File: config.mk
export PLATFORM = sky130hd
export DESIGN_NAME = switch_debounce
export DESIGN_NICKNAME = d
export VERILOG_FILES = /design/src/rtl/dbn_pkg.sv /design/src/rtl/dbn_sync.sv /design/src/rtl/dbn_run_cnt.sv /design/src/rtl/dbn_level.sv /design/src/rtl/switch_debounce.sv
export SDC_FILE = /design/constraint.sdc
export NUM_CORES = 1
export LEC_CHECK = 0
export BUFFER_PORTS_ARGS = -buffer_cell sky130_fd_sc_hd__buf_2
export CELL_PAD_IN_SITES_DETAIL_PLACEMENT = 0
export CELL_PAD_IN_SITES_GLOBAL_PLACEMENT = 2
export CORE_AREA = 4 4 41 43
export DETAILED_ROUTE_END_ITERATION = 6
export DIE_AREA = 0 0 45 47
export HOLD_SLACK_MARGIN = 0.08
export PLACE_DENSITY_LB_ADDON = 0.1
export SETUP_SLACK_MARGIN = 0.4
export SLEW_MARGIN = 20
export SYNTH_ARGS = -nofsm -noshare
export SYNTH_HDL_FRONTEND = slang
export SYNTH_HIERARCHICAL = 1
export SYNTH_SLANG_ARGS = --single-unit
File: constraint.sdc
create_clock -name clk_i -period 1.62 [get_ports clk_i]
set_clock_uncertainty 0.05 [all_clocks]
set_input_delay 0.162 -clock clk_i [delete_from_list [all_inputs] [get_ports clk_i]]
set_output_delay 0.162 -clock clk_i [all_outputs]
set_load 0.02 [all_outputs]
File: src/rtl/dbn_pkg.sv
package dbn_pkg;

  function automatic int max_thr(input int a, input int b);
    return (a > b) ? a : b;
  endfunction

  // bits needed to hold values 0..max threshold
  function automatic int run_width(input int a, input int b);
    int m;
    m = max_thr(a, b);
    return (m < 2) ? 1 : $clog2(m + 1);
  endfunction

  typedef enum logic [1:0] {
    EV_NONE = 2'b00,
    EV_RISE = 2'b01,
    EV_FALL = 2'b10
  } dbn_event_e;

endpackage

File: src/rtl/dbn_sync.sv
module dbn_sync #(
  parameter int STAGES = 2
) (
  input  logic clk_i,
  input  logic rst_ni,
  input  logic d_i,
  output logic q_o
);

  logic [STAGES-1:0] stage_q;

  always_ff @(posedge clk_i or negedge rst_ni) begin
    if (!rst_ni) stage_q[0] <= 1'b0;
    else         stage_q[0] <= d_i;
  end

  for (genvar g = 1; g < STAGES; g++) begin : g_stage
    always_ff @(posedge clk_i or negedge rst_ni) begin
      if (!rst_ni) stage_q[g] <= 1'b0;
      else         stage_q[g] <= stage_q[g-1];
    end

    a_r2_chain: assert property (@(posedge clk_i) disable iff (!rst_ni)
      stage_q[g] == $past(stage_q[g-1]));
  end

  assign q_o = stage_q[STAGES-1];

endmodule

File: src/rtl/dbn_run_cnt.sv
module dbn_run_cnt #(
  parameter int RISE_CYCLES = 10,
  parameter int FALL_CYCLES = 10,
  parameter int W           = 4
) (
  input  logic         clk_i,
  input  logic         rst_ni,
  input  logic         sample_i,
  input  logic         level_i,
  output logic         hit_o,
  output logic [W-1:0] cnt_o
);

  localparam int          MAX_THR  = dbn_pkg::max_thr(RISE_CYCLES, FALL_CYCLES);
  localparam logic [W-1:0] RISE_LAST = W'(RISE_CYCLES - 1);
  localparam logic [W-1:0] FALL_LAST = W'(FALL_CYCLES - 1);

  logic [W-1:0] cnt_q;
  logic         opp;
  logic [W-1:0] last;

  assign opp   = sample_i != level_i;
  assign last  = level_i ? FALL_LAST : RISE_LAST;
  assign hit_o = opp && (cnt_q == last);

  always_ff @(posedge clk_i or negedge rst_ni) begin
    if (!rst_ni)     cnt_q <= '0;
    else if (!opp)   cnt_q <= '0;
    else if (hit_o)  cnt_q <= '0;
    else             cnt_q <= cnt_q + 1'b1;
  end

  assign cnt_o = cnt_q;

  a_r5_match_clears: assert property (@(posedge clk_i) disable iff (!rst_ni)
    (sample_i == level_i) |=> (cnt_q == '0));

  a_r8_cnt_bound: assert property (@(posedge clk_i) disable iff (!rst_ni)
    cnt_q < W'(MAX_THR));

endmodule

File: src/rtl/dbn_level.sv
module dbn_level (
  input  logic clk_i,
  input  logic rst_ni,
  input  logic hit_i,
  output logic level_o,
  output logic rise_o,
  output logic fall_o
);

  import dbn_pkg::*;

  logic       level_q;
  dbn_event_e ev_q;

  always_ff @(posedge clk_i or negedge rst_ni) begin
    if (!rst_ni) begin
      level_q <= 1'b0;
      ev_q    <= EV_NONE;
    end else if (hit_i) begin
      level_q <= ~level_q;
      ev_q    <= level_q ? EV_FALL : EV_RISE;
    end else begin
      ev_q    <= EV_NONE;
    end
  end

  assign level_o = level_q;
  assign rise_o  = ev_q == EV_RISE;
  assign fall_o  = ev_q == EV_FALL;

  a_r6_rise_edge: assert property (@(posedge clk_i) disable iff (!rst_ni)
    rise_o |-> (level_q && !$past(level_q)));

  a_r6_fall_edge: assert property (@(posedge clk_i) disable iff (!rst_ni)
    fall_o |-> (!level_q && $past(level_q)));

  a_r7_exclusive: assert property (@(posedge clk_i) disable iff (!rst_ni)
    !(rise_o && fall_o));

  a_r7_steady_quiet: assert property (@(posedge clk_i) disable iff (!rst_ni)
    $stable(level_q) |-> !(rise_o || fall_o));

endmodule

File: src/rtl/switch_debounce.sv
module switch_debounce #(
  parameter int RISE_CYCLES = 10,
  parameter int FALL_CYCLES = 10
) (
  input  logic clk_i,
  input  logic rst_ni,
  input  logic raw_i,
  output logic level_o,
  output logic rise_o,
  output logic fall_o
);

  localparam int SYNC_STAGES = 2;
  localparam int W = dbn_pkg::run_width(RISE_CYCLES, FALL_CYCLES);

  logic         sync_q;
  logic         hit;
  logic [W-1:0] run_cnt;

  dbn_sync #(.STAGES(SYNC_STAGES)) sync_i (
    .clk_i (clk_i),
    .rst_ni(rst_ni),
    .d_i   (raw_i),
    .q_o   (sync_q)
  );

  dbn_run_cnt #(
    .RISE_CYCLES(RISE_CYCLES),
    .FALL_CYCLES(FALL_CYCLES),
    .W          (W)
  ) cnt_i (
    .clk_i   (clk_i),
    .rst_ni  (rst_ni),
    .sample_i(sync_q),
    .level_i (level_o),
    .hit_o   (hit),
    .cnt_o   (run_cnt)
  );

  dbn_level level_i (
    .clk_i  (clk_i),
    .rst_ni (rst_ni),
    .hit_i  (hit),
    .level_o(level_o),
    .rise_o (rise_o),
    .fall_o (fall_o)
  );

  a_r3_rise_after_run: assert property (@(posedge clk_i) disable iff (!rst_ni)
    $rose(level_o) |-> ($past(run_cnt) == W'(RISE_CYCLES - 1) && $past(sync_q)));

  a_r4_fall_after_run: assert property (@(posedge clk_i) disable iff (!rst_ni)
    $fell(level_o) |-> ($past(run_cnt) == W'(FALL_CYCLES - 1) && !$past(sync_q)));

  a_r1_reset_state: assert property (@(posedge clk_i)
    !rst_ni |-> (!level_o && !rise_o && !fall_o && run_cnt == '0));

endmodule

; ---- Word-level counts from Yosys, hierarchy flattened
; Index checks and enable logic that the tools add are counted.
[word_totals]
out_inout_bits = 3
ff_bits = 9
word_cells = 16
[classes]
bitwise_logic = 1
n_mux = 4
eq_ne = 4
add_sub_neg = 1
n_reduce_logical = 1
[ops]
columns = cell, count
row1 = 2-to-1 mux 4 bit, 2
row2 = "adder 4 x 1 -> 4 bit, second input constant", 1
row3 = "== test 4 bit, second input constant", 1
row4 = 2-to-1 mux 2 bit, 2
row5 = "== test 2 x 1 -> 1 bit, second input constant", 1
row6 = "== test 2 bit, second input constant", 1
row7 = logical AND 1 bit, 1
row8 = inequality test 1 bit, 1
row9 = NOT 1 bit, 1

; ---- Logic depth before layout (Yosys ltp)
; Gate-level depths: netlist of run 1.
[logic_depth]
depth_word = 4
depth_mapped = 5
mapped_depth_nobuf = 5

; ---- Hierarchy
; Netlist of run 1, hierarchy kept.
[by_module_without_submodules]
columns = mod, cells_per_inst, n_inst, area_per_inst_um2
row1 = dbn_run_cnt, 21, 1, 209.0
row2 = dbn_level, 8, 1, 112.6
row3 = dbn_sync, 2, 1, 50.0

; ---- Least setup slack after synthesis of run 1
; Ideal clock, no wire load.
[synth_timing]
path_type = register -> register
from = reg level_i.level_q (netlist: level_i/level_o)
to = reg level_i.ev_q[1]
n_path_buf = 0
path_slack_ns = 0.377
period_less_slack_ns = 1.243
t_required_ns = 1.505
t_arrival_ns = 1.128
path_stages_with_launch = 4
setup_ns = 0.065
cell_sequence = dfrtp_1 > xnor2_1 > nor3_1 > and2_2
[synth_via]
elab_chain_cells = 3
[synth_lines]
columns = element, line
row1 = "start, declared", dbn_level.sv:12  ; logic level_q;
row2 = "start signal, assigned", dbn_level.sv:20  ; level_q <= ~level_q;
row3 = inequality test 1 bit, dbn_run_cnt.sv:22  ; assign opp = sample_i != level_i;
row4 = logical AND 1 bit, dbn_run_cnt.sv:24  ; assign hit_o = opp && (cnt_q == last);
row5 = named net hit, switch_debounce.sv:17  ; logic hit;
row6 = 2-to-1 mux 2 bit, dbn_level.sv:19  ; end else if (hit_i) begin
row7 = "end signal, assigned", dbn_level.sv:21  ; ev_q <= level_q ? EV_FALL : EV_RISE;
row8 = "end, declared", dbn_level.sv:13  ; dbn_event_e ev_q;
; The timed path passes the listed nets, and every way through them passes these cells.
; A chain may end at the register's enable or synchronous reset.

; ---- Final worst setup path of run 1
[layout_timing]
from = reg cnt_i.cnt_q[0] (netlist: cnt_i/cnt_o[0])
to = reg cnt_i.cnt_q[2] (netlist: cnt_i/cnt_o[2])
[layout_via]
elab_chain_cells = 4
[layout_lines]
columns = element, line
row1 = "start, declared", dbn_run_cnt.sv:18  ; logic [W-1:0] cnt_q;
row2 = "start signal, assigned", dbn_run_cnt.sv:30  ; else cnt_q <= cnt_q + 1'b1;
row3 = "parallel branches: the longest is 2 deep, another holds adder 4 x 1 -> 4 bit", n/a
row4 = 2-to-1 mux 4 bit *, dbn_run_cnt.sv:29  ; else if (hit_o) cnt_q <= '0;
row5 = 2-to-1 mux 4 bit *, dbn_run_cnt.sv:28  ; else if (!opp) cnt_q <= '0;
; Every way passes the cells marked *.

==> results.md, run 1 <==
- Status: finished, final reports clean
- Finished Layout Cells: 60
- IR drop worst, VDD: 376 µV
- Post-route minimum period: 1.16 ns
- Pin count of the biggest net entering global routing: 10
- Clock power share: 35.8%
- Sink Count: 9
- Via count: 268
- Die area: 0.00212 mm²
- Drt first-iter violations: 2
- IO Port Bufs: 5
- GRT overflow: 0
- CP startpoint kind: register
- CP Capture Type: register
- Setup ws final: 0.456 ns
- Logic pwr share: 13.2%
- Area Growth Syn to Fin: 37.0%
- CTS H-tree depth: 1
- Post-DP HPWL: 472 µm
- Initial antenna violation count: 0
- Placed cell count: 51
- Cell area after layout: 509 µm²
- Worst-Margin Slew: 0.289 ns
- CTS tree: built
- Worst Path Arrival: 1.30 ns
- Synth area leader: dfrtp_1
- Max Cap Viol: 0
- Total routed wirelength: 657 µm
- Reg clk slew, reported paths: 0.06 ns
- Clock root cell: clkbuf_4
- Synth Net Count: 36
- Final number of hold-violating endpoints: 0
- Synthesized instance count: 31
- Worst path cell trace: buf_4 > ha_1 > nand2b_1 > a21oi_1
- Power per Cell Area: 953 mW/mm²
- Number of global-route vias before repair: 277
- Post-synthesis cell area: 372 µm²
- Leak Pwr: 0.000255 µW
- Multi-input gate area: 163 µm²
- Post-DR wirelength/cell: 11.0 µm
- Rows: 13
- First-pass GRT wire length: 1150 µm
- Sequential share of power: 51.0%
- # diodes: 0
- Post-route ant nets: 0
- Total GRT Usage: 8.15%
- Die W: 45 µm
- Worst hold path class: in -> async
- Worst path max stage delay: 0.39 ns
- Int Power: 362 µW
- Critical path's top delay family: flip-flops
- Sw Share: 25.3%
- Setup TNS: 0 ns
- Syn Area/Cell: 12.0 µm²
- Sequential Area: 225 µm²
- Fill cells: 139
- Max Fclk: 859 MHz
- Period utilization: 71.9%
- Final Slew Violations: 0
- Die Span Y: 47 µm
- Clock latency on the worst-skew pair: 0.26 ns
- Core area: 0.00130 mm²
- RSZ-0062 raised after global routing: true
- Dpl cell area: 428 µm²
- Yosys reg bits: 9
- Initial Utilization: 28.6%
- Post-synth top area share: 60.6%
- Buffers plus inverters on the worst setup path: 1
- CP max-delay cell: dfrtp_1
- Worst slew margin: 80.7%
- Post-synthesis sequential area ratio: 60.6%
- Worst Path Max Fanout: 4
- Fin nets: 51
- # setup viols final: 0
- Post-route DRC: 0
- Dpl ws: 0.394 ns
- Total CTS buffers: 3
- Clk buf depth: 2
- Syn. warnings: 6
- Required @ worst endpoint: 1.75 ns
- Share of cells above drive strength 1: 40.0%
- WS Path Type: reg -> reg
- RD Place Congestion: 0.612
- Via density: 4.47
- Synth area leaders: dfrtp_1, ha_1, a21oi_1, nor2b_1, and2b_2
- Boundary pin count: 6
- Pre-antenna DRT Iters: 2
- Psw: 123 µW
- Count of different cell masters after synthesis: 17
==> cell usage in the layout (no fill, tap or decap) <==
master	Yosys	routed
o21bai_1	1	1
nand2_2	0	1
ha_1	2	1
nand3b_1	1	1
clkinv_2	0	1
a21oi_1	3	3
nor2b_1	2	2
and2b_2	1	1
ha_2	0	1
inv_1	2	2
dfrtp_1	9	9
xnor2_2	0	1
nor3_4	0	1
buf_4	0	3
buf_2	0	5
nor2_1	2	2
xor2_1	1	1
dlygate4sd3_1	0	2
nor4_1	1	1
and4_1	1	1
clkbuf_4	0	3
and2_2	1	1
nand2b_1	1	1
==> worst register-to-register path: stages (launching register included) <==
cell and delay (ns):
dfrtp_1 0.39, buf_4 0.15, ha_1 0.20, nand2b_1 0.14
a21oi_1 0.16
==> power groups by stage <==
stage / registers (µW) / clock network [µW] / logic, µW
floorplan: 253 / 0 / 25.2
global placement: 255 / 0 / 37.4
detailed placement: 255 / 0 / 38.8
CTS: 248 / 183 / 64.8
global route: 249 / 200 / 73.5
finish: 248 / 174 / 64.0
==> stage by stage <==
stage	hold WS, ns	power [µW]	utilization, %
after floorplan	-0.184	278	-
after CTS	0.231	496	39.1
final	0.226	485	39.1
after detailed placement	-0.0267	294	32.9
after global routing	0.251	523	39.1
after global placement	-0.0308	292	32.9
==> Yosys cell counts, drive strengths merged <==
cell and n:
nor2 2, and2 1, xor2 1, nor2b 2, nand2b 1, nor4 1
nor3 1, xnor2 1, ha 2, inv 2, nand2 1, o21bai 1
and2b 1, and4 1, dfrtp 9, a21oi 3, nand3b 1
==> state kept, by name (all words and copies together) (netlist names) <==
| signal | count |
|---|---|
| cnt_i/cnt_o | 4 |
| level_i/ev_q | 2 |
| level_i/level_o | 1 |
| sync_i/q_o | 1 |
| sync_i/stage_q | 1 |
==> area by class of cell <==
cell class | count | share of cell area [%]
Clock buffer | 3 | 4.42
Clock inverter | 1 | 0.983
Inverter | 2 | 1.47
Multi-Input combinational cell | 20 | 31.9
Sequential cell | 9 | 44.2
Tap cell | 15 | 3.69
Timing Repair Buffer | 10 | 13.3
==> kinds of logic (layout without fill, tap and decap cells) <==
family / after synthesis / after routing / synth area share (%)
AND/OR/NAND/NOR: 12 / 12 / 19.9
AO/OA/AOI/OAI: 4 / 4 / 6.06
flip-flops: 9 / 9 / 60.6
XOR/XNOR: 2 / 2 / 4.71
buffers and inverters: 2 / 16 / 2.02
adder cells (fa/ha/maj): 2 / 2 / 6.73
==> worst paths after layout <==
check,startpoint,endpoint,slack [ns],cells after the start
min in group clk_i,sync_i/stage_q[0],sync_i/q_o,0.31,0
max in group asynchronous,rst_ni,level_i/level_o,1.11,2
worst min-delay path,rst_ni,cnt_i/cnt_o[3],0.23,2
worst max register to register,cnt_i/cnt_o[0],cnt_i/cnt_o[2],0.46,4
worst min register to register,sync_i/stage_q[0],sync_i/q_o,0.31,0
worst max-delay path,cnt_i/cnt_o[0],cnt_i/cnt_o[2],0.46,4
==> repair_timing <==
item                                   4_1_cts  5_1_grt
setup buffers                                3        0
setup endpoints to repair                    3        7
hold buffers                                 2        0
resized for setup                            3        0
endpoints found under the hold margin       10        0
pin swaps                                    2        2
==> routing by layer <==
metal	track usage [%]	vias up	part of all wire, %
met5	0	-	0
met4	7.02	0	0
met3	3.45	0	7.2
met2	13.0	7	51
met1	8.22	130	41
li1	-	131	-
No activity file was read; power rests on OpenSTA's default activity.
==> run 2, diff against run 1 <==
ABC_AREA = 1   (was default)
CORE_AREA = default   (was 4 4 41 43)
CORE_ASPECT_RATIO = 1.1   (was default)
CORE_MARGIN = 4   (was default)
CORE_UTILIZATION = 27   (was default)
DIE_AREA = default   (was 0 0 45 47)
clock period = 1 ns   (was 1.62 ns; I/O delays follow)
==> run 2 against run 1 <==
Net effect: the flow now finishes with violations (negative hold slack, negative setup slack); routed wire length up 3.5%; largest cell class unchanged; cell count increased by 25%; register-to-register slack worse by 0.61 ns; synthesized cell count grew 35%; cell area is 20% higher; count of clock-buffer cells in the layout up 1; die area grew 1.8%; highest routed layer is now met4; largest power group unchanged; clock power is 55% higher.
==> results.md, run 2 <==
- Count of different cell masters after synthesis: 12
- Max Fclk: 869 MHz
- Worst Hold Path Cells: 1
- CTS H-tree depth: 1
- Total CTS buffers: 3
- RD Place Congestion: 0.704
- Sw Share: 25.2%
- Yosys reg bits: 9
- Reg clk slew, reported paths: 0.06 ns
- Fin nets: 65
- Required @ worst endpoint: 1.09 ns
- Syn. warnings: 6
- Worst Path Max Fanout: 3
- Placed cell count: 67
- # diodes: 0
- Pre-antenna DRT Iters: 3
- WS Path Type: reg -> reg
- Post-DP HPWL: 520 µm
- Post-synthesis sequential area ratio: 56.6%
- Status: complete, but fails checks
- Largest register FFs: 4
- Top_reg_cell synth: dfrtp_1
- Rows: 14
- Synth area leader: dfrtp_1
- Synthesized instance count: 42
- Area Growth Syn to Fin: 54.1%
- Worst slew margin: 86.6%
- Drt first-iter violations: 4
- Failing checks: negative hold slack, negative setup slack
- PnR Total Power: 857 µW
- Post-synth top area share: 56.6%
- WP depth: 7
- Number of global-route vias before repair: 289
- Post-synth EDFFs: 0
- Commonest non-fill, non-tap cell in the layout: nand2_1
- IO Port Bufs: 5
- CP max-delay cell: dfrtp_1
- Via density: 4.16
- Synth Net Count: 47
- Post-route minimum period: 1.15 ns
- # setup viols final: 10
- Boundary pin count: 6
- Worst path cell trace: inv_1 > ha_2 > nand3b_4 > a21oi_4 > inv_1 > nand2_1 > nand2_1
- Final Slew Violations: 0
- Int Power: 641 µW
- GRT overflow: 0
- Worst Path Arrival: 1.24 ns
- Psw: 216 µW
- Worst hold path class: in -> reg
- Clock power share: 31.5%
- Critical path's top delay family: flip-flops
- Pin count of the biggest net entering global routing: 10
- Core area: 0.00138 mm²
- Total routed wirelength: 680 µm
- Syn Area/Cell: 9.47 µm²
- Number of buffers inserted by hold repair at cts: 1
- Leak Pwr: 0.000324 µW
- Clock root cell: clkbuf_4
- Power per Cell Area: 1400 mW/mm²
- Die area: 0.00215 mm²
- Post-DR wirelength/cell: 9.07 µm
- First-pass GRT wire length: 1110 µm
- Logic pwr share: 21.2%
- List of most frequent post-synthesis cells: inv_1, dfrtp_1, nand2_1
- R2R cell count: 7
- Post-synth ARST share: 100%
- CP startpoint kind: register
- Buffers plus inverters on the worst setup path: 2
- Post-route DRC: 0
- CP Capture Type: register
- Synth area leaders: dfrtp_1, inv_1, nand2_1, ha_1, nand3b_4
- Clk buf depth: 2
- Final hold slack: -0.101 ns
- Worst path max stage delay: 0.37 ns
- Fill cells: 133
- Final number of hold-violating endpoints: 1
- Die Span Y: 48.3 µm
- Die W: 44.6 µm
- Post-synthesis cell area: 398 µm²
- Post-route ant nets: 0
- Initial antenna violation count: 0
- RSZ-0062 raised after global routing: true
- Clock latency on the worst-skew pair: 0.25 ns
- IR drop worst, VDD: 725 µV
- Sink Count: 9
- CTS tree: built
- Sequential share of power: 47.3%
- Max Cap Viol: 0
- Share of cells above drive strength 1: 45.8%
- Cell with the most instances after synthesis: inv_1
- Total GRT Usage: 7.96%
- Period utilization: 115%
- Setup ws final: -0.150 ns
- Initial Utilization: 28.8%
- Via count: 312
- Finished Layout Cells: 75
- Worst-Margin Slew: 0.201 ns
- Most frequent cells in the layout: nand2_1, inv_1, dfrtp_1
-- run 2: worst reg2reg max path, stage by stage, from the launching register on --
cell,delay [ns]
dfrtp_1,0.37
inv_1,0.06
ha_2,0.18
nand3b_4,0.09
a21oi_4,0.13
inv_1,0.05
nand2_1,0.05
nand2_1,0.05
-- run 2: area by class of cell --
class / instances / area, µm² / share of cell area (%)
sequential: 9 / 226 / 36.9
multi-input combinational: 23 / 189 / 30.8
timing repair buffer: 13 / 114 / 18.6
inverter: 10 / 37.5 / 6.12
clock buffer: 4 / 26.3 / 4.29
tap: 16 / 20.0 / 3.27
-- run 2: layer usage --
layer	vias to the layer above	routed length [µm]	share of wire (%)	global-route usage, %
met3	2	37	5.4	2.21
met5	-	0	0	0
met2	5	359	53	14.0
li1	157	-	-	-
met4	0	14	2.1	9.04
met1	148	269	40	7.00
-- run 2: per-stage QoR --
step | setup slack [ns] | util (%) | setup TNS, ns | instance area [µm²]
finish | -0.150 | 44.3 | -0.979 | 613
global route | -0.228 | 44.3 | -1.47 | 613
CTS | -0.181 | 42.0 | -0.863 | 582
detailed placement | -0.182 | 35.8 | -0.610 | 495
global placement | -0.138 | 35.8 | -0.400 | 495
floorplan | -0.134 | - | -0.261 | 420
-- run 2: cells by family after synthesis --
family          after synthesis  synth area share [%]
simple gates                 19                  24.2
buf+inv                      10                  9.43
fa+ha+maj                     2                  6.29
compound gates                1                  1.26
flops                         9                  56.6
xor+xnor                      1                  2.20
-- run 2: timing repair --
item | 4_1_cts | 5_1_grt
endpoints found under the setup margin | 10 | 10
buffers inserted | 1 | 2
cloned | 0 | 0
gates resized for setup | 11 | 3
endpoints found under the hold margin | 10 | 1
pin swaps | 3 | 4
-- run 2: power groups by stage --
stage | logic [µW] | clock network (µW) | registers (µW)
6_report | 181 | 270 | 405
5_1_grt | 197 | 300 | 407
4_1_cts | 153 | 280 | 406
3_5_place_dp | 126 | 0 | 411
3_3_place_gp | 120 | 0 | 410
2_1_floorplan | 55.8 | 0 | 421
-- run 2: path summary, 6_finish.rpt --
path                                   start  slack [ns]           endpoint
min                                    raw_i       -0.10  sync_i/stage_q[0]
max reg2reg                   cnt_i/cnt_o[1]       -0.15    level_i/level_o
min in group asynchronous             rst_ni        0.17         sync_i/q_o
min reg2reg                sync_i/stage_q[0]        0.31         sync_i/q_o
max                           cnt_i/cnt_o[1]       -0.15    level_i/level_o
max in group asynchronous             rst_ni        0.54    level_i/level_o
